[src/rtl/irq_init_pkg.sv]
package irq_init_pkg;
    localparam int DATA_W   = 8;
    localparam int VLO_W    = 3;
    localparam int ST_W     = 3;
    localparam int TAG_BIT  = 4;
    localparam int LVL_BIT  = 3;
    localparam int SNGL_BIT = 1;
    localparam int W4_BIT   = 0;
    localparam int VLO_LSB  = DATA_W - VLO_W;

    typedef enum logic [ST_W-1:0] {
        ST_IDLE = 3'd0,
        ST_W2   = 3'd1,
        ST_W3   = 3'd2,
        ST_W4   = 3'd3,
        ST_RDY  = 3'd4
    } seq_st_t;

    typedef struct packed {
        logic             level;
        logic             single;
        logic             need4;
        logic [VLO_W-1:0] vlo;
    } w1_fields_t;

    typedef struct packed {
        logic w1;
        logic w2;
        logic w3;
        logic w4;
    } load_t;

    function automatic logic is_first_word(input logic sel, input logic [DATA_W-1:0] d);
        return !sel && d[TAG_BIT];
    endfunction

    function automatic w1_fields_t split_w1(input logic [DATA_W-1:0] d);
        w1_fields_t f;
        f.level  = d[LVL_BIT];
        f.single = d[SNGL_BIT];
        f.need4  = d[W4_BIT];
        f.vlo    = d[DATA_W-1:VLO_LSB];
        return f;
    endfunction
endpackage

[src/rtl/irq_wr_edge.sv]
module irq_wr_edge (
    input  logic clk,
    input  logic rst,
    input  logic stb,
    output logic pulse
);
    logic stb_q;

    // Tracks the strobe through reset so a strobe held across reset is not a new write
    always_ff @(posedge clk) begin
        stb_q <= stb;
    end

    assign pulse = stb && !stb_q && !rst;
endmodule

[src/rtl/irq_init_fsm.sv]
module irq_init_fsm
    import irq_init_pkg::*;
(
    input  logic              clk,
    input  logic              rst,
    input  logic              wr,
    input  logic              a0,
    input  logic [DATA_W-1:0] din,
    input  logic              single,
    input  logic              need4,
    output seq_st_t           state,
    output load_t             ld
);
    seq_st_t nxt;
    logic    first;
    logic    upper;

    assign first = wr && is_first_word(a0, din);
    assign upper = wr && a0;

    always_comb begin
        nxt = state;
        ld  = '0;
        if (first) begin
            ld.w1 = 1'b1;
            nxt   = ST_W2;
        end else if (upper) begin
            unique case (state)
                ST_W2: begin
                    ld.w2 = 1'b1;
                    if (!single)    nxt = ST_W3;
                    else if (need4) nxt = ST_W4;
                    else            nxt = ST_RDY;
                end
                ST_W3: begin
                    ld.w3 = 1'b1;
                    nxt   = need4 ? ST_W4 : ST_RDY;
                end
                ST_W4: begin
                    ld.w4 = 1'b1;
                    nxt   = ST_RDY;
                end
                default: nxt = state;
            endcase
        end
    end

    always_ff @(posedge clk) begin
        if (rst) state <= ST_IDLE;
        else     state <= nxt;
    end
endmodule

[src/rtl/irq_init_regs.sv]
module irq_init_regs
    import irq_init_pkg::*;
(
    input  logic              clk,
    input  logic              rst,
    input  load_t             ld,
    input  logic [DATA_W-1:0] din,
    output w1_fields_t        w1,
    output logic [DATA_W-1:0] vhi,
    output logic [DATA_W-1:0] casc,
    output logic [DATA_W-1:0] mode
);
    always_ff @(posedge clk) begin
        if (rst) begin
            w1   <= '0;
            vhi  <= '0;
            casc <= '0;
            mode <= '0;
        end else begin
            if (ld.w1) begin
                w1   <= split_w1(din);
                casc <= '0;
                mode <= '0;
            end
            if (ld.w2) vhi  <= din;
            if (ld.w3) casc <= din;
            if (ld.w4) mode <= din;
        end
    end
endmodule

[src/rtl/irq_init_seq.sv]
module irq_init_seq
    import irq_init_pkg::*;
(
    input  logic              clk,
    input  logic              rst,
    input  logic              wr_stb,
    input  logic              a0,
    input  logic [DATA_W-1:0] din,
    output logic              level_mode,
    output logic              single_mode,
    output logic              word4_req,
    output logic [VLO_W-1:0]  vec_low,
    output logic [DATA_W-1:0] vec_high,
    output logic [DATA_W-1:0] cascade_cfg,
    output logic [DATA_W-1:0] mode_cfg,
    output logic              ready,
    output logic [ST_W-1:0]   seq_state
);
    logic       wr_pulse;
    seq_st_t    st;
    load_t      ld;
    w1_fields_t w1;

    irq_wr_edge u_edge (
        .clk   (clk),
        .rst   (rst),
        .stb   (wr_stb),
        .pulse (wr_pulse)
    );

    irq_init_fsm u_fsm (
        .clk    (clk),
        .rst    (rst),
        .wr     (wr_pulse),
        .a0     (a0),
        .din    (din),
        .single (w1.single),
        .need4  (w1.need4),
        .state  (st),
        .ld     (ld)
    );

    irq_init_regs u_regs (
        .clk  (clk),
        .rst  (rst),
        .ld   (ld),
        .din  (din),
        .w1   (w1),
        .vhi  (vec_high),
        .casc (cascade_cfg),
        .mode (mode_cfg)
    );

    assign level_mode  = w1.level;
    assign single_mode = w1.single;
    assign word4_req   = w1.need4;
    assign vec_low     = w1.vlo;
    assign seq_state   = st;
    assign ready       = (st == ST_RDY);
endmodule

[config.mk]
export PLATFORM = sky130hd
export DESIGN_NAME = irq_init_seq
export DESIGN_NICKNAME = d
export VERILOG_FILES = /design/src/rtl/irq_init_pkg.sv /design/src/rtl/irq_wr_edge.sv /design/src/rtl/irq_init_fsm.sv /design/src/rtl/irq_init_regs.sv /design/src/rtl/irq_init_seq.sv
export SDC_FILE = /design/constraint.sdc
export NUM_CORES = 1
export LEC_CHECK = 0
export BUFFER_PORTS_ARGS = -buffer_cell sky130_fd_sc_hd__clkbuf_2
export CAP_MARGIN = 20
export CORE_MARGIN = 3
export CORE_UTILIZATION = 53
export DETAILED_ROUTE_END_ITERATION = 10
export PLACE_DENSITY = 0.85
export SLEW_MARGIN = 20
export SYNTH_ARGS = -nofsm -noshare
export SYNTH_HDL_FRONTEND = slang
export SYNTH_SLANG_ARGS = --single-unit
[constraint.sdc]
create_clock -name clk -period 3.6 [get_ports clk]
set_clock_uncertainty 0.05 [all_clocks]
set_input_delay 0.18 -clock clk [delete_from_list [all_inputs] [get_ports clk]]
set_output_delay 0.18 -clock clk [all_outputs]
set_load 0.005 [all_outputs]
### After elaboration in Yosys (flattened, before gate mapping)

Index checks and enable logic that the tools add are counted.
W data, S select, Z words.

| operators by class | value |
|---|---|
| add/subtract/negate cells | 0 |
| multiply operators | 0 |
| div/mod/pow operators | 0 |
| order comparisons | 0 |
| eq/ne operators | 4 |
| shift-type cells | 0 |
| mux-type cells | 14 |
| bitwise gates (word level) | 0 |
| reduce and logical (&&, ||, !) cells | 16 |

Operators by type and width:

| operator | number |
|---|---|
| $mux W8 | 3 |
| $mux W3 | 4 |
| $pmux W3 S3 | 1 |
| $eq A3 B2 Y1 const B | 2 |
| $mux W1 | 6 |
| $reduce_bool A2 Y1 | 3 |
| $logic_and A1 B1 Y1 | 5 |
| $reduce_and A2 Y1 | 2 |
| $reduce_bool A4 Y1 | 1 |
| $eq A3 B1 Y1 const B | 1 |
| $eq A3 B3 Y1 const B | 1 |
| $logic_not A1 Y1 | 3 |
| $reduce_bool A3 Y1 | 1 |
| $reduce_or A2 Y1 | 1 |

| storage, ports and cells | value |
|---|---|
| bits in registers | 34 |
| bits in latches | 0 |
| bits in writable memories | 0 |
| memory bits (read-only) | 0 |
| input bits | 12 |
| output and inout bits | 34 |
| logic and storage cells | 44 |
| memories | 0 |

### Longest topological paths before layout

Gate-level depths: netlist (run 1).

| logic depth | value |
|---|---|
| depth in word-level cells | 7 |
| mapped depth | 6 |
| mapped depth without buffers | 4 |

### Cells and area by module

Synthesis (run 1) repeated with hierarchy kept, for this count alone.

| second synthesis, totals | value |
|---|---|
| cell total of the unflattened synthesis | 146 |
| area, all modules | 1,536.5 um^2 |

By module, submodules not included:

| module | times used | cells an instance | area each (um^2) | sequential area each (um^2) |
|---|---|---|---|---|
| irq_init_regs | 1 | 118 | 1,270.0 | 600.6 |
| irq_init_fsm | 1 | 25 | 221.5 | 60.1 |
| irq_wr_edge | 1 | 2 | 32.5 | 20.0 |
| irq_init_seq | 1 | 1 | 12.5 | 0.0 |

### Worst setup path before layout (run 1)

OpenSTA, ideal clock, no wires.

| timing | value |
|---|---|
| path type | register to register |
| from | register u_fsm.state[1] |
| to | register u_fsm.state[0] |
| setup time | 0.086 ns |
| arrival time | 1.163 ns |
| required time | 3.464 ns |
| path slack | 2.302 ns |
| stages on the path, launching flop included | 6 |
| buffers on the path | 1 |
| clock period less this slack | 1.298 ns |
| cell sequence | dfxtp_1 > buf_2 > nor2b_1 > mux2i_1 > a21boi_1 > a211oi_1 |

| between the ends | value |
|---|---|
| longest elaborated chain between the ends | 4 |
| elaborated cells on any way between the ends | 8 |
| those cells by class | eq/ne: 3; mux: 3; reduce/logical: 2 |

RTL lines:

| item | line | text |
|---|---|---|
| from (decl) | irq_init_fsm.sv:11 | `output seq_st_t state,` |
| from (signal assigned) | irq_init_fsm.sv:50 | `else state <= nxt;` |
| $eq A3 B2 Y1 / $eq A3 B1 Y1 (equally long branches) | irq_init_fsm.sv:28 | `unique case (state)` |
| $pmux W3 S3 | irq_init_fsm.sv:28 |  |
| $mux W1 | irq_init_fsm.sv:27 | `end else if (upper) begin` |
| $mux W1 | irq_init_fsm.sv:24 | `if (first) begin` |

Parallel ways exist; a longest one is shown, timed or not. The select of a mux whose other input is x is not followed.
A chain may end at the register's enable or synchronous reset.

### Worst setup path in the final report (run 1)

| timing | value |
|---|---|
| from | input wr_stb |
| to | register u_regs.mode[4] |

| between the ends | value |
|---|---|
| longest elaborated chain between the ends | 6 |
| elaborated cells on any way between the ends | 9 |
| those cells by class | mux: 4; reduce/logical: 5 |

RTL lines:

| item | line | text |
|---|---|---|
| from (decl) | irq_init_seq.sv:6 | `input logic wr_stb,` |
| $logic_and A1 B1 Y1 (*) (2 in series) | irq_wr_edge.sv:14 | `assign pulse = stb && !stb_q && !rst;` |
| $logic_and A1 B1 Y1 | irq_init_fsm.sv:19 | `assign upper = wr && a0;` |
| $mux W3 | irq_init_fsm.sv:27 |  |
| $mux W3 | irq_init_fsm.sv:24 |  |
| $mux W8 / $reduce_bool A2 Y1 (equally long branches) | -- |  |
| to (signal assigned) | irq_init_regs.sv:27 | `if (ld.w4) mode <= din;` |
| to (decl) | irq_init_regs.sv:11 | `output logic [DATA_W-1:0] mode` |

Every way passes the cells marked *; elsewhere a longest branch is shown, timed or not.

==> results by stage, run 1 <==
Outcome:
- The flow ran to the end, and the final reports show no timing, DRC or antenna violations.

GRT:
- Entering global routing, the biggest net connects 26 pins.
- The number of global-route vias before repair is 1,098.
- The number of antenna violations at the first check in global routing was 0.
- The residual overflow from global routing is 0.
- Global routing used between 10% and 20% of the available tracks across all layers.
- The first global-routing pass estimated between 4000 and 5000 µm of wire.

STA:
- The total count of max-transition violations in the final report is 0.
- The maximum frequency from static timing analysis is about 480 MHz.
- After layout, the worst setup slack is ~1500 ps.
- The hold slack is 49.0 ps.
- The summed negative setup slack over all endpoints is 0 ps.
- The final number of hold-violating endpoints is 0.
- Setup violations remaining at the end of the flow were counted as 0.
- The slew of the pin with the lowest slew margin is between 600 and 700 ps.
- The final cycle utilization of the critical path is ~58%.
- The headroom to the max-slew limit is 58.1%.
- Setup repair after global routing left no endpoint under its margin.
- The clock period minus worst slack is 2080 ps.

Run:
- The number of violations of the max-capacitance limit is 0.

Detailed routing:
- For this run, design rule violations remaining after detail routing come to 0.
- Using the TritonRoute via totals, the vias-per-cell ratio works out to ~5.5.
- The total number of vias is ~1.2k.
- Once detail routing completed, the nets flagged for antenna violations numbered 0.
- The detailed-route wire length per cell is about 14 µm.
- The wire length after detailed routing is 3020 µm.
- The number of optimization iterations in the first detailed-route pass is 4.
- After the first detailed-routing iteration, the DRC count stood at 27.

Floorplanning:
- For this configuration, the core starts out at a cell density of about 57%.
- The floorplan row count is 18.
- The area of the placeable core is 2540 µm².
- The chip height is between 50 and 60 µm.
- The floorplan step set the die width to 58.4 µm.
- 46 I/O pins were placed.
- The full die area is 3420 µm².

Synth:
- After synthesis the cells add up to between 1000 and 1500 µm².
- The average instance in the mapped netlist occupies ~10 µm².
- Synthesis inferred 34 register bits.
- The cell count after synthesis is around 150.
- Synthesis instantiated 29 different standard cells from the library.
- The number of nets produced by synthesis is about 160.
- The number of warnings printed during yosys synthesis is 0.
- The fraction of the yosys area taken by sequential cells is a little under half.

CTS:
- The root buffer cell is sky130_fd_sc_hd__clkbuf_4.
- In this run the post-CTS setup repair buffer count came out at 0.
- The clock slew at the register clock pins of the worst setup and hold paths is 100 ps.
- The TritonCTS sink count is 34.
- At the later pin of the worst-skew pair, clock insertion delay measures between 300 and 400 ps.
- The count of H-tree levels built during CTS is 2.
- TritonCTS created 5 clock buffers.
- The number of gates resized after CTS is 0.
- The longest clock path from root to sink contains 2 buffers.
- The clock tree from TritonCTS is done.

Layout:
- For this run, the number of standard cells in the final layout without fillers is between 200 and 250.
- After filler insertion, the fill cell instance count of the layout stands at ~220.
- The final design instance area without fill is 1730 µm².
- The count of antenna diodes in the layout is 0.
- The number of nets in the layout is roughly 200.
- The share of final-layout standard cells stronger than drive strength 1 is between 40% and 50%.
- The area added between synthesis and finish is 19.0%.

Place:
- Summed over all nets, the half-perimeter wirelength after detailed placement is around 2300 µm.
- Before CTS, the worst setup slack after placement is 1490 ps.
- At the end of routability-driven placement, the weighted congestion stood at 0.809.
- Once placement completed, the tool counted placed cells totaling 211.
- The count of buffers added on input and output ports is 45.
- In this run the cell area measured after placement is roughly 1600 µm².

Setup path:
- The worst setup path is captured at a register.
- The largest fanout of any net on the critical path is 16.
- By startpoint and endpoint, the worst setup path is classified as input pin to register.
- The critical path data arrival time is approximately 2300 ps.
- The worst setup path is launched from an input pin.
- The required time at the worst-slack endpoint is 3770 ps.

Power and ir drop:
- For this design the static power due to leakage is 0.781 nW.
- Dividing total power by cell area gives a power density of 406 nW/µm².
- The worst-case IR drop observed on VDD is between 300 and 400 µV.

Min path:
- The kind of path behind the tightest hold check is input pin to register.
==> per-stage QoR <==
step | utilization [%] | power (mW)
after floorplan | - | 0.414
final | 68.1 | 0.704
after global routing | 68.1 | 0.733
after detailed placement | 64.6 | 0.426
after global placement | 64.6 | 0.425
after CTS | 68.1 | 0.712
==> cell usage in the layout, fill, tap and decap left out, types with 2 or more instances in the layout <==
cell	instances
sky130_fd_sc_hd__a21oi_1	8
sky130_fd_sc_hd__mux2i_1	9
sky130_fd_sc_hd__clkbuf_4	5
sky130_fd_sc_hd__nand3_2	4
sky130_fd_sc_hd__dfxtp_1	34
sky130_fd_sc_hd__nor2b_1	4
sky130_fd_sc_hd__inv_1	2
sky130_fd_sc_hd__clkbuf_2	45
sky130_fd_sc_hd__nand3_1	18
sky130_fd_sc_hd__a31oi_1	2
sky130_fd_sc_hd__nor2_1	10
sky130_fd_sc_hd__o21ai_2	16
sky130_fd_sc_hd__nand2_1	8
sky130_fd_sc_hd__nand2b_1	8
==> logic make-up (layout without fill, tap and decap cells) <==
| kind of cell | after synthesis | after routing | share of synthesized area, % |
|---|---|---|---|
| DFF | 34 | 34 | 46.7 |
| muxes | 9 | 9 | 6.18 |
| AOI/OAI and AO/OA | 32 | 32 | 17.1 |
| buffers and inverters | 12 | 55 | 5.84 |
| and+or+nand+nor | 59 | 59 | 24.2 |
==> worst max-delay path, cell delays in order <==
cell and delay (ps):
sky130_fd_sc_hd__dlygate4sd3_1 520, sky130_fd_sc_hd__clkbuf_2 170, sky130_fd_sc_hd__nor3b_4 500, sky130_fd_sc_hd__nand4_2 520
sky130_fd_sc_hd__nand3_1 280, sky130_fd_sc_hd__o21ai_2 70
==> per-layer routing <==
metal	vias to the layer above	global-route usage (%)	wire length [µm]
met4	0	10.6	86
li1	598	-	-
met2	42	29.5	1380
met3	10	7.68	229
met1	555	23.8	1330
met5	-	0	0
==> area by class of cell <==
type | count | area [µm²] | area share [%]
clock inverter | 1 | 30.0 | 1.73
inverter | 2 | 7.51 | 0.433
tap | 30 | 37.5 | 2.16
timing repair buffer | 46 | 235 | 13.6
clock buffer | 6 | 51.3 | 2.96
multi-input combinational | 100 | 692 | 39.9
sequential | 34 | 681 | 39.2
==> synthesized netlist by cell type <==
| cell type | count | area, µm² |
|---|---|---|
| sky130_fd_sc_hd__o21ai_2 | 16 | 140 |
| sky130_fd_sc_hd__a21oi_1 | 8 | 40.0 |
| sky130_fd_sc_hd__a21boi_0 | 1 | 7.51 |
| sky130_fd_sc_hd__nand4b_2 | 1 | 15.0 |
| sky130_fd_sc_hd__a31oi_1 | 2 | 12.5 |
| sky130_fd_sc_hd__nor2_1 | 10 | 37.5 |
| sky130_fd_sc_hd__inv_1 | 2 | 7.51 |
| sky130_fd_sc_hd__nor2b_1 | 4 | 25.0 |
| sky130_fd_sc_hd__nand4_2 | 1 | 12.5 |
| sky130_fd_sc_hd__mux2i_1 | 9 | 90.1 |
| sky130_fd_sc_hd__a31oi_4 | 1 | 21.3 |
| sky130_fd_sc_hd__nand3b_1 | 1 | 7.51 |
| sky130_fd_sc_hd__nor3b_4 | 1 | 18.8 |
| sky130_fd_sc_hd__buf_6 | 4 | 45.0 |
| sky130_fd_sc_hd__nand2_2 | 1 | 6.26 |
| sky130_fd_sc_hd__dfxtp_1 | 34 | 681 |
| sky130_fd_sc_hd__nand3_2 | 4 | 40.0 |
| sky130_fd_sc_hd__clkbuf_1 | 2 | 7.51 |
| sky130_fd_sc_hd__a211oi_1 | 1 | 7.51 |
| sky130_fd_sc_hd__buf_4 | 2 | 15.0 |
| sky130_fd_sc_hd__nor3b_1 | 1 | 7.51 |
| sky130_fd_sc_hd__nand2b_1 | 8 | 50.1 |
| sky130_fd_sc_hd__buf_2 | 2 | 10.0 |
| sky130_fd_sc_hd__a21boi_1 | 1 | 7.51 |
| sky130_fd_sc_hd__nand2_1 | 8 | 30.0 |
| sky130_fd_sc_hd__o31ai_1 | 1 | 7.51 |
| sky130_fd_sc_hd__o21ai_0 | 1 | 5.00 |
| sky130_fd_sc_hd__and4bb_1 | 1 | 12.5 |
| sky130_fd_sc_hd__nand3_1 | 18 | 90.1 |
==> registers in the layout (all words and copies together), names as in the netlist <==
register and flops:
u_regs.w1 6, u_edge.stb_q 1, u_regs.casc 8, u_regs.mode 8, u_regs.vhi 8, u_fsm.state 3
==> repair_timing <==
item | in CTS | in global routing
endpoints found under the hold margin | 1 | 0
setup endpoints to repair | 0 | 0
hold buffers | 1 | 0
==> path summary, 6_finish.rpt <==
kind	startpoint	to	slack (ps)	cells past startpoint
max reg2reg	u_edge.stb_q$_DFF_P_	u_regs.mode[4]$_SDFFE_PP0P_	1710	4
min reg2reg	u_regs.mode[6]$_SDFFE_PP0P_	u_regs.mode[6]$_SDFFE_PP0P_	410	2
max	wr_stb	u_regs.mode[4]$_SDFFE_PP0P_	1520	6
min	din[2]	u_regs.vhi[2]$_SDFFE_PP0P_	50	3
==> where the power goes <==
group          total [mW]  switching (mW)  internal, mW
logic              0.0388          0.0253        0.0135
registers           0.380         0.00222         0.378
clock network       0.286           0.124         0.162
Note: power is estimated with default switching activity, not from simulation.
==> inputs of run 2 (changes only) <==
--- a/config.mk
+++ b/config.mk
@@ -5,12 +5,13 @@
 export SDC_FILE = /design/constraint.sdc
 export NUM_CORES = 1
 export LEC_CHECK = 0
+export ABC_AREA = 1
 export BUFFER_PORTS_ARGS = -buffer_cell sky130_fd_sc_hd__clkbuf_2
 export CAP_MARGIN = 20
 export CORE_MARGIN = 3
-export CORE_UTILIZATION = 53
+export CORE_UTILIZATION = 44
 export DETAILED_ROUTE_END_ITERATION = 10
-export PLACE_DENSITY = 0.85
+export PLACE_DENSITY = 0.76
 export SLEW_MARGIN = 20
 export SYNTH_ARGS = -nofsm -noshare
 export SYNTH_HDL_FRONTEND = slang
==> constraint.sdc (replaced) <==
create_clock -name clk -period 1.7 [get_ports clk]
set_clock_uncertainty 0.05 [all_clocks]
set_input_delay 0.085 -clock clk [delete_from_list [all_inputs] [get_ports clk]]
set_output_delay 0.085 -clock clk [all_outputs]
set_load 0.005 [all_outputs]
==> results by stage, run 2 <==
CTS:
- The TritonCTS sink count is 34 (unchanged).
- The count of H-tree levels built during CTS is 2 (unchanged).
- The root buffer cell is sky130_fd_sc_hd__clkbuf_4 (unchanged).
- The maximum root-to-sink buffer count was 2 (unchanged).
- The clock tree from TritonCTS is done (unchanged).
- The clock slew at the register clock pins of the worst setup and hold paths came to 110 ps (was 100 ps).
- The number of buffers created by CTS is 5 (unchanged).
- The number of hold buffers added after CTS is 9 (was 1).
- The number of post-CTS setup repair buffers is 0 (unchanged).
- The number of gates resized after CTS came to 0 (unchanged).
- The clock network latency to the later pin of the worst-skew pair is 340 ps (about the same).

Synth:
- The most common cell in the synthesized netlist is sky130_fd_sc_hd__dfxtp_1 (unchanged).
- The leading area contributor after synthesis is sky130_fd_sc_hd__dfxtp_1 (unchanged).
- The area fraction of the dominant cell type after synthesis was 48.7% (was 46.7%).
- The number of unique standard cell types used by synthesis is 24 (was 29).
- The fraction of the yosys area taken by sequential cells is 48.7% (was 46.7%).
- The number of synthesized register bits came to 34 (unchanged).
- The synthesized area per cell came to 8.33 µm² (was 9.98 µm²).
- The cell count after synthesis is 168 (was 146).
- The most used flip-flop cell after synthesis is sky130_fd_sc_hd__dfxtp_1 (unchanged).
- The synthesized area is 1400 µm² (was 1460 µm²).
- The number of nets produced by synthesis is 180 (was 158).
- Most area-consuming cells after synthesis: sky130_fd_sc_hd__dfxtp_1, sky130_fd_sc_hd__nand3_1, sky130_fd_sc_hd__a21oi_1, sky130_fd_sc_hd__nor2_1, sky130_fd_sc_hd__nand2_1 (was sky130_fd_sc_hd__dfxtp_1, sky130_fd_sc_hd__o21ai_2, sky130_fd_sc_hd__mux2i_1, sky130_fd_sc_hd__nand3_1, sky130_fd_sc_hd__nand2b_1).
- The post-synthesis async set-or-reset flop share is 0% (unchanged).
- The count of flip-flops with a built-in enable after synthesis is 0 (unchanged).
- The number of warnings printed during yosys synthesis is 0 (unchanged).
- Top cell types by occurrence after synthesis: sky130_fd_sc_hd__dfxtp_1, sky130_fd_sc_hd__nand3_1, sky130_fd_sc_hd__nor2_1 (was sky130_fd_sc_hd__dfxtp_1, sky130_fd_sc_hd__nand3_1, sky130_fd_sc_hd__o21ai_2).

Min path:
- The kind of path behind the tightest hold check is input pin to register (unchanged).

Setup path:
- The required time at the worst-slack endpoint is 1890 ps (was 3770 ps).
- The category of the critical setup timing path is input pin to register (unchanged).
- The internal reg-to-reg setup slack is 320 ps (was 1710 ps).
- The kind of end point of the critical path is a register (unchanged).
- The origin of the critical flop-to-flop path was u_edge.stb_q$_DFF_P_ (unchanged).
- The startpoint class of the critical path is an input pin (unchanged).
- The destination of the worst register-to-register timing path is u_regs.casc[1]$_SDFFE_PP0P_ (was u_regs.mode[4]$_SDFFE_PP0P_).
- The depth of the worst register-to-register path is 6 (was 4).
- The startpoint of the most critical setup path is din[4] (was wr_stb).
- The largest fanout of any net on the critical path is 15 (was 16).
- The critical path data arrival time was 1600 ps (was 2250 ps).
- The worst setup path endpoint is u_regs.casc[1]$_SDFFE_PP0P_ (was u_regs.mode[4]$_SDFFE_PP0P_).

Floorplanning:
- The horizontal extent of the die came to 62.4 µm (was 58.4 µm).
- The floorplan row count is 19 (was 18).
- The chip height is 62.4 µm (was 58.4 µm).
- The area of the placeable core is 2900 µm² (was 2540 µm²).
- The full die area was 3890 µm² (was 3420 µm²).
- The number of I/O pins is 46 (unchanged).
- The effective utilization at floorplan is 48.2% (was 57.3%).

Place:
- The pre-CTS worst setup slack came to 347 ps (was 1490 ps).
- The final estimated routing congestion in global placement is 0.762 (was 0.809).
- The post-detailed-placement half-perimeter wirelength was 2400 µm (was 2260 µm).
- The number of buffers inserted by port buffering is 45 (unchanged).
- The instance area after placement is 1650 µm² (was 1640 µm²).

STA:
- The final number of hold-violating endpoints is 0 (unchanged).
- The summed negative setup slack over all endpoints is 0 ps (unchanged).
- Timing would allow up to ~710 MHz.
- The headroom to the max-slew limit is 69.8% (was 58.1%).
- RSZ-0062 raised after global routing: no (unchanged).
- The slew of the pin with the lowest slew margin came to 453 ps (was 627 ps).
- The worst path setup slack after routing is 293 ps (was 1520 ps).
- Of the available clock period, the critical path in the final layout requires 82.8%.
- The total count of max-transition violations in the final report is 0 (unchanged).
- After layout, the minimum clock period comes to ~1400 ps.
- The number of setup violations in the final report came to 0 (unchanged).

Detailed routing:
- The violation count after the first detailed-routing iteration is 74 (was 27).
- The routed length on met1 is 1480 µm (was 1330 µm).
- The detailed-route DRC error count came to 0 (unchanged).
- The routed length on met3 came to 219 µm (was 229 µm).
- The total number of vias came to 1,353 (was 1,205).
- The top layer used by detailed routing is met4 (unchanged).
- The post-detailed-route count of antenna-violating nets is 0 (unchanged).
- The number of optimization iterations in the first detailed-route pass was 4 (unchanged).
- The detailed-route wire length per cell is 12.8 µm (was 13.8 µm).
- The wire length after detailed routing is 3430 µm (was 3020 µm).
- The post-detailed-route via-to-cell ratio is 5.05 (was 5.50).
- The length of routed met2 wiring is 1620 µm (was 1380 µm).

Power and ir drop:
- The power per unit of standard cell area was 817 nW/µm² (was 406 nW/µm²).
- The static power due to leakage is 0.784 nW (was 0.781 nW).
- The total power of the final layout is 1.48 mW (was 0.704 mW).
- The worst supply voltage drop on vdd is 420 µV (was 314 µV).

GRT:
- The first-pass GRT wire length is 6050 µm (was 4970 µm).
- The total track usage was 19.4% (was 19.5%).
- The number of antenna violations at the first check in global routing came to 0 (unchanged).
- The number of global-route vias before repair is 1,309 (was 1,098).
- The residual overflow from global routing is 0 (unchanged).
- The pin count of the biggest net entering global routing is 18 (was 26).

Layout:
- The share of final-layout standard cells stronger than drive strength 1 came to 31.4% (was 40.7%).
- Commonest non-fill, non-tap cells in the layout: sky130_fd_sc_hd__clkbuf_2, sky130_fd_sc_hd__dfxtp_1, sky130_fd_sc_hd__nand3_1 (unchanged).
- The share of the core filled with cells is 62.6% (was 68.1%).
- The count of antenna diodes in the layout is 0 (unchanged).
- The area added between synthesis and finish is 29.9% (was 19.0%).
- The final-layout fill cell count came to 289 (was 216).
- Largest registers in the final layout: u_regs.casc (8), u_regs.mode (8), u_regs.vhi (8) (unchanged).
- The most frequent standard cell in the layout excluding fill and tap cells is sky130_fd_sc_hd__clkbuf_2 (unchanged).
- The number of nets in the layout is 237 (was 201).
- The final design instance area without fill is 1820 µm² (was 1730 µm²).

Run:
- The number of violations of the max-capacitance limit was 0 (unchanged).

Outcome:
- Outcome: complete, no violations (unchanged).
## run 2: cell types whose count changed after synthesis, sizes merged, moves of 3 or more
cell	delta
a21oi	+11
a31oi	-3
buf	-3
inv	+8
mux2i	-9
nand2	+8
nand2b	-8
nand3	+9
nor2	+16
nor2b	-4
nor3	+8
## run 2: report_power, final
part / internal, mW / switching (mW) / total [mW]
registers: 0.802 / 0.00531 / 0.807
clock network: 0.312 / 0.271 / 0.583
logic: 0.0380 / 0.0565 / 0.0945
total: 1.15 / 0.332 / 1.48
## run 2: worst min path at each step
stage | from | end | slack [ps] | cells after the start
floorplan | wr_stb | u_edge.stb_q$_DFF_P_ | 60 | 0
global placement | wr_stb | u_edge.stb_q$_DFF_P_ | 210 | 1
detailed placement | wr_stb | u_edge.stb_q$_DFF_P_ | 220 | 1
CTS | rst | u_regs.casc[4]$_SDFFE_PP0P_ | 170 | 3
global route | rst | u_regs.casc[7]$_SDFFE_PP0P_ | 180 | 3
finish | rst | u_regs.mode[6]$_SDFFE_PP0P_ | 170 | 3
## run 2: cells by family (layout without fill, tap and decap cells)
family / count (synthesis) / after routing / share of synthesized area, %
AND/OR/NAND/NOR: 83 / 83 / 32.6
AO/OA/AOI/OAI: 35 / 35 / 13.2
flip-flops: 34 / 34 / 48.7
buffers and inverters: 16 / 74 / 5.55
## run 2: metal layers
metal  track usage, %  vias up
li1                 -      686
met1             23.8      609
met2             30.8       46
met3             6.65       12
met4             8.54        0
met5                0        -
## run 2: cell type report
cell class                      instances  area (µm²)  area share [%]
Sequential cell                        34         681            37.5
Multi-Input combinational cell        118         641            35.3
Timing Repair Buffer                   56         330            18.2
Tap cell                               42        52.6            2.89
Clock buffer                            7        45.0            2.48
Inverter                               10        37.5            2.07
Clock inverter                          1        30.0            1.65
## run 2: critical path, cell delays in order
cell	delay, ps
sky130_fd_sc_hd__dlygate4sd3_1	530
sky130_fd_sc_hd__clkbuf_2	140
sky130_fd_sc_hd__inv_1	80
sky130_fd_sc_hd__nor2_1	110
sky130_fd_sc_hd__nand3_2	220
sky130_fd_sc_hd__buf_4	270
sky130_fd_sc_hd__nand3_1	100
sky130_fd_sc_hd__a21oi_1	60
## run 2: through the flow
step	instances	hold slack [ps]
final	268	171
after global placement	251	214
after CTS	268	166
after detailed placement	251	220
after global routing	268	184
after floorplan	168	62.7
==> inputs of run 3 (changes only) <==
--- a/config.mk
+++ b/config.mk
@@ -9,9 +9,9 @@
 export BUFFER_PORTS_ARGS = -buffer_cell sky130_fd_sc_hd__clkbuf_2
 export CAP_MARGIN = 20
 export CORE_MARGIN = 3
-export CORE_UTILIZATION = 44
+export CORE_UTILIZATION = 49
 export DETAILED_ROUTE_END_ITERATION = 10
-export PLACE_DENSITY = 0.76
+export PLACE_DENSITY = 0.8
 export SLEW_MARGIN = 20
 export SYNTH_ARGS = -nofsm -noshare
 export SYNTH_HDL_FRONTEND = slang
==> constraint.sdc (replaced) <==
create_clock -name clk -period 1.4 [get_ports clk]
set_clock_uncertainty 0.05 [all_clocks]
set_input_delay 0.07 -clock clk [delete_from_list [all_inputs] [get_ports clk]]
set_output_delay 0.07 -clock clk [all_outputs]
set_load 0.005 [all_outputs]
==> results by stage, run 3 (synthesized netlist as in run 2, its figures left out) <==
STA:
- Counting I/O delays and the setup requirement, the final critical path takes between 1000 and 1500 ps.
- The number of setup violations in the final report is 0 (unchanged).
- The total count of max-transition violations in the final report is 0 (unchanged).
- RSZ-0062 raised after global routing: no (unchanged).
- The slew of the pin with the lowest slew margin was 454 ps (was 453 ps).
- The worst path setup slack after routing is 112 ps (was 293 ps).
- The summed negative setup slack over all endpoints was 0 ps (unchanged).
- The final cycle utilization of the critical path is 92.0%.
- The headroom to the max-slew limit is 69.7% (was 69.8%).
- The maximum frequency from static timing analysis is between 700 and 800 MHz.
- The final number of hold-violating endpoints is 0 (unchanged).

Detailed routing:
- The post-detailed-route via-to-cell ratio is 5.36 (was 5.05).
- The total number of vias is 1,368 (was 1,353).
- The violation count after the first detailed-routing iteration is 30 (was 74).
- The post-detailed-route count of antenna-violating nets was 0 (unchanged).
- The number of optimization iterations in the first detailed-route pass was 4 (unchanged).
- The detailed-route DRC error count is 0 (unchanged).
- The detailed-route wire length per cell is 13.5 µm (was 12.8 µm).
- The wire length after detailed routing is 3460 µm (was 3430 µm).

Setup path:
- The kind of end point of the critical path was a register (unchanged).
- The startpoint class of the critical path is a register (was input pin).
- The required time at the worst-slack endpoint was 1620 ps (was 1890 ps).
- The critical path data arrival time is 1510 ps (was 1600 ps).
- The category of the critical setup timing path is register to register (was input pin to register).
- The largest fanout of any net on the critical path was 9 (was 15).

Floorplanning:
- The area of the placeable core came to 2590 µm² (was 2900 µm²).
- The number of I/O pins came to 46 (unchanged).
- The effective utilization at floorplan is 54.0% (was 48.2%).
- The floorplan row count came to 18 (was 19).
- The horizontal extent of the die is 59.4 µm (was 62.4 µm).
- The chip height is 59.4 µm (was 62.4 µm).
- The full die area is 3530 µm² (was 3890 µm²).

Layout:
- The area added between synthesis and finish is 28.6% (was 29.9%).
- The footprint of the flip-flops and latches came to 682 µm² (was 681 µm²).
- Largest registers in the final layout: u_regs.casc (8), u_regs.mode (8), u_regs.vhi (8) (unchanged).
- The multi-input logic area is 641 µm² (unchanged).
- The count of antenna diodes in the layout is 0 (unchanged).
- Commonest non-fill, non-tap cells in the layout: sky130_fd_sc_hd__clkbuf_2, sky130_fd_sc_hd__dfxtp_1, sky130_fd_sc_hd__nand3_1 (unchanged).
- The share of final-layout standard cells stronger than drive strength 1 was 32.4% (was 31.4%).
- The non-filler instance count after layout is 255 (was 268).
- The final-layout fill cell count is 235 (was 289).
- The number of nets in the layout is 238 (was 237).
- The most frequent standard cell in the layout excluding fill and tap cells is sky130_fd_sc_hd__clkbuf_2 (unchanged).

Run:
- The number of violations of the max-capacitance limit came to 0 (unchanged).

CTS:
- The root buffer cell was sky130_fd_sc_hd__clkbuf_4 (unchanged).
- The TritonCTS sink count is 34 (unchanged).
- The clock network latency to the later pin of the worst-skew pair is 330 ps (was 340 ps).
- The number of buffers created by CTS is 5 (unchanged).
- The number of post-CTS setup repair buffers is 0 (unchanged).
- The clock tree from TritonCTS is done (unchanged).
- The maximum root-to-sink buffer count came to 2 (unchanged).
- The clock slew at the register clock pins of the worst setup and hold paths is 90 ps (was 110 ps).
- The count of H-tree levels built during CTS is 2 (unchanged).

GRT:
- The met3 layer usage reported by global route is 6.75% (was 6.65%).
- The first-pass GRT wire length is 5580 µm (was 6050 µm).
- The total track usage was 21.2% (was 19.4%).
- The residual overflow from global routing came to 0 (unchanged).
- The global routing met1 resource utilization is 24.4% (was 23.8%).
- The number of antenna violations at the first check in global routing is 0 (unchanged).
- The met2 layer usage reported by global route is 36.2% (was 30.8%).
- The number of global-route vias before repair is 1,241 (was 1,309).
- The pin count of the biggest net entering global routing is 28 (was 18).
- The most used routing layer in global routing is met2 (unchanged).

Place:
- The number of buffers inserted by port buffering is 45 (unchanged).
- The pre-CTS worst setup slack is 102 ps (was 347 ps).
- The total placed cells including tap cells is 240 (was 251).
- The final estimated routing congestion in global placement is 0.887 (was 0.762).
- The post-detailed-placement half-perimeter wirelength came to 2590 µm (was 2400 µm).

Power and ir drop:
- The static power due to leakage came to 0.786 nW (was 0.784 nW).
- The worst supply voltage drop on vdd came to 762 µV (was 420 µV).
- The total power of the final layout is 1.62 mW (was 1.48 mW).
- The power per unit of standard cell area is 898 nW/µm² (was 817 nW/µm²).

Min path:
- The kind of path behind the tightest hold check is input pin to register (unchanged).

Outcome:
- Outcome: complete, no violations (unchanged).
## run 3: cell types whose count changed in the layout (fill, tap and decap cells not counted), sizes merged
cell and change:
bufinv -1, clkbuf -1, buf +1
## run 3: cell type report
cell class	instances	share of cell area, %
inverter	10	2.09
tap	30	2.09
multi-input combinational	118	35.6
sequential	34	37.9
timing repair buffer	57	19.5
clock buffer	6	2.85
## run 3: critical path: stages (launching register included)
cell                      delay (ps)
sky130_fd_sc_hd__dfxtp_1         360
sky130_fd_sc_hd__nor2_8          110
sky130_fd_sc_hd__nand3_4         130
sky130_fd_sc_hd__buf_4           210
sky130_fd_sc_hd__nor2_8          160
sky130_fd_sc_hd__o21ai_1          80
sky130_fd_sc_hd__nor2_1          120
## run 3: where the power goes
group | internal, mW | switching (mW)
sequential | 0.973 | 0.00651
clock | 0.226 | 0.294
combinational | 0.0483 | 0.0688
## run 3: routing by layer
metal	part of all wire [%]	up-vias
li1	-	688
met2	53	45
met5	0	-
met3	7.6	8
met1	37	627
met4	2.0	0
## run 3: repair_timing
item	in CTS	in global routing
hold buffers	9	0
gates resized for setup	0	1
hold endpoints to repair	15	0
endpoints found under the setup margin	0	8
## run 3: worst paths after layout
check                           depth (start not counted)  slack (ps)                          end                         from
worst max register to register                          6         110   u_regs.vhi[7]$_SDFFE_PP0P_         u_edge.stb_q$_DFF_P_
worst max-delay path                                    6         110   u_regs.vhi[7]$_SDFFE_PP0P_         u_edge.stb_q$_DFF_P_
worst min-delay path                                    4         120   u_regs.vhi[2]$_SDFFE_PP0P_                           a0
worst min register to register                          2         440  u_regs.casc[5]$_SDFFE_PP0P_  u_regs.casc[5]$_SDFFE_PP0P_
## run 3: metrics by stage
step	area, µm²	util (%)	hold slack, ps
floorplan	1400	-	47.7
global placement	1660	64.0	197
detailed placement	1660	64.0	212
CTS	1800	69.4	116
global route	1800	69.5	163
finish	1800	69.5	122
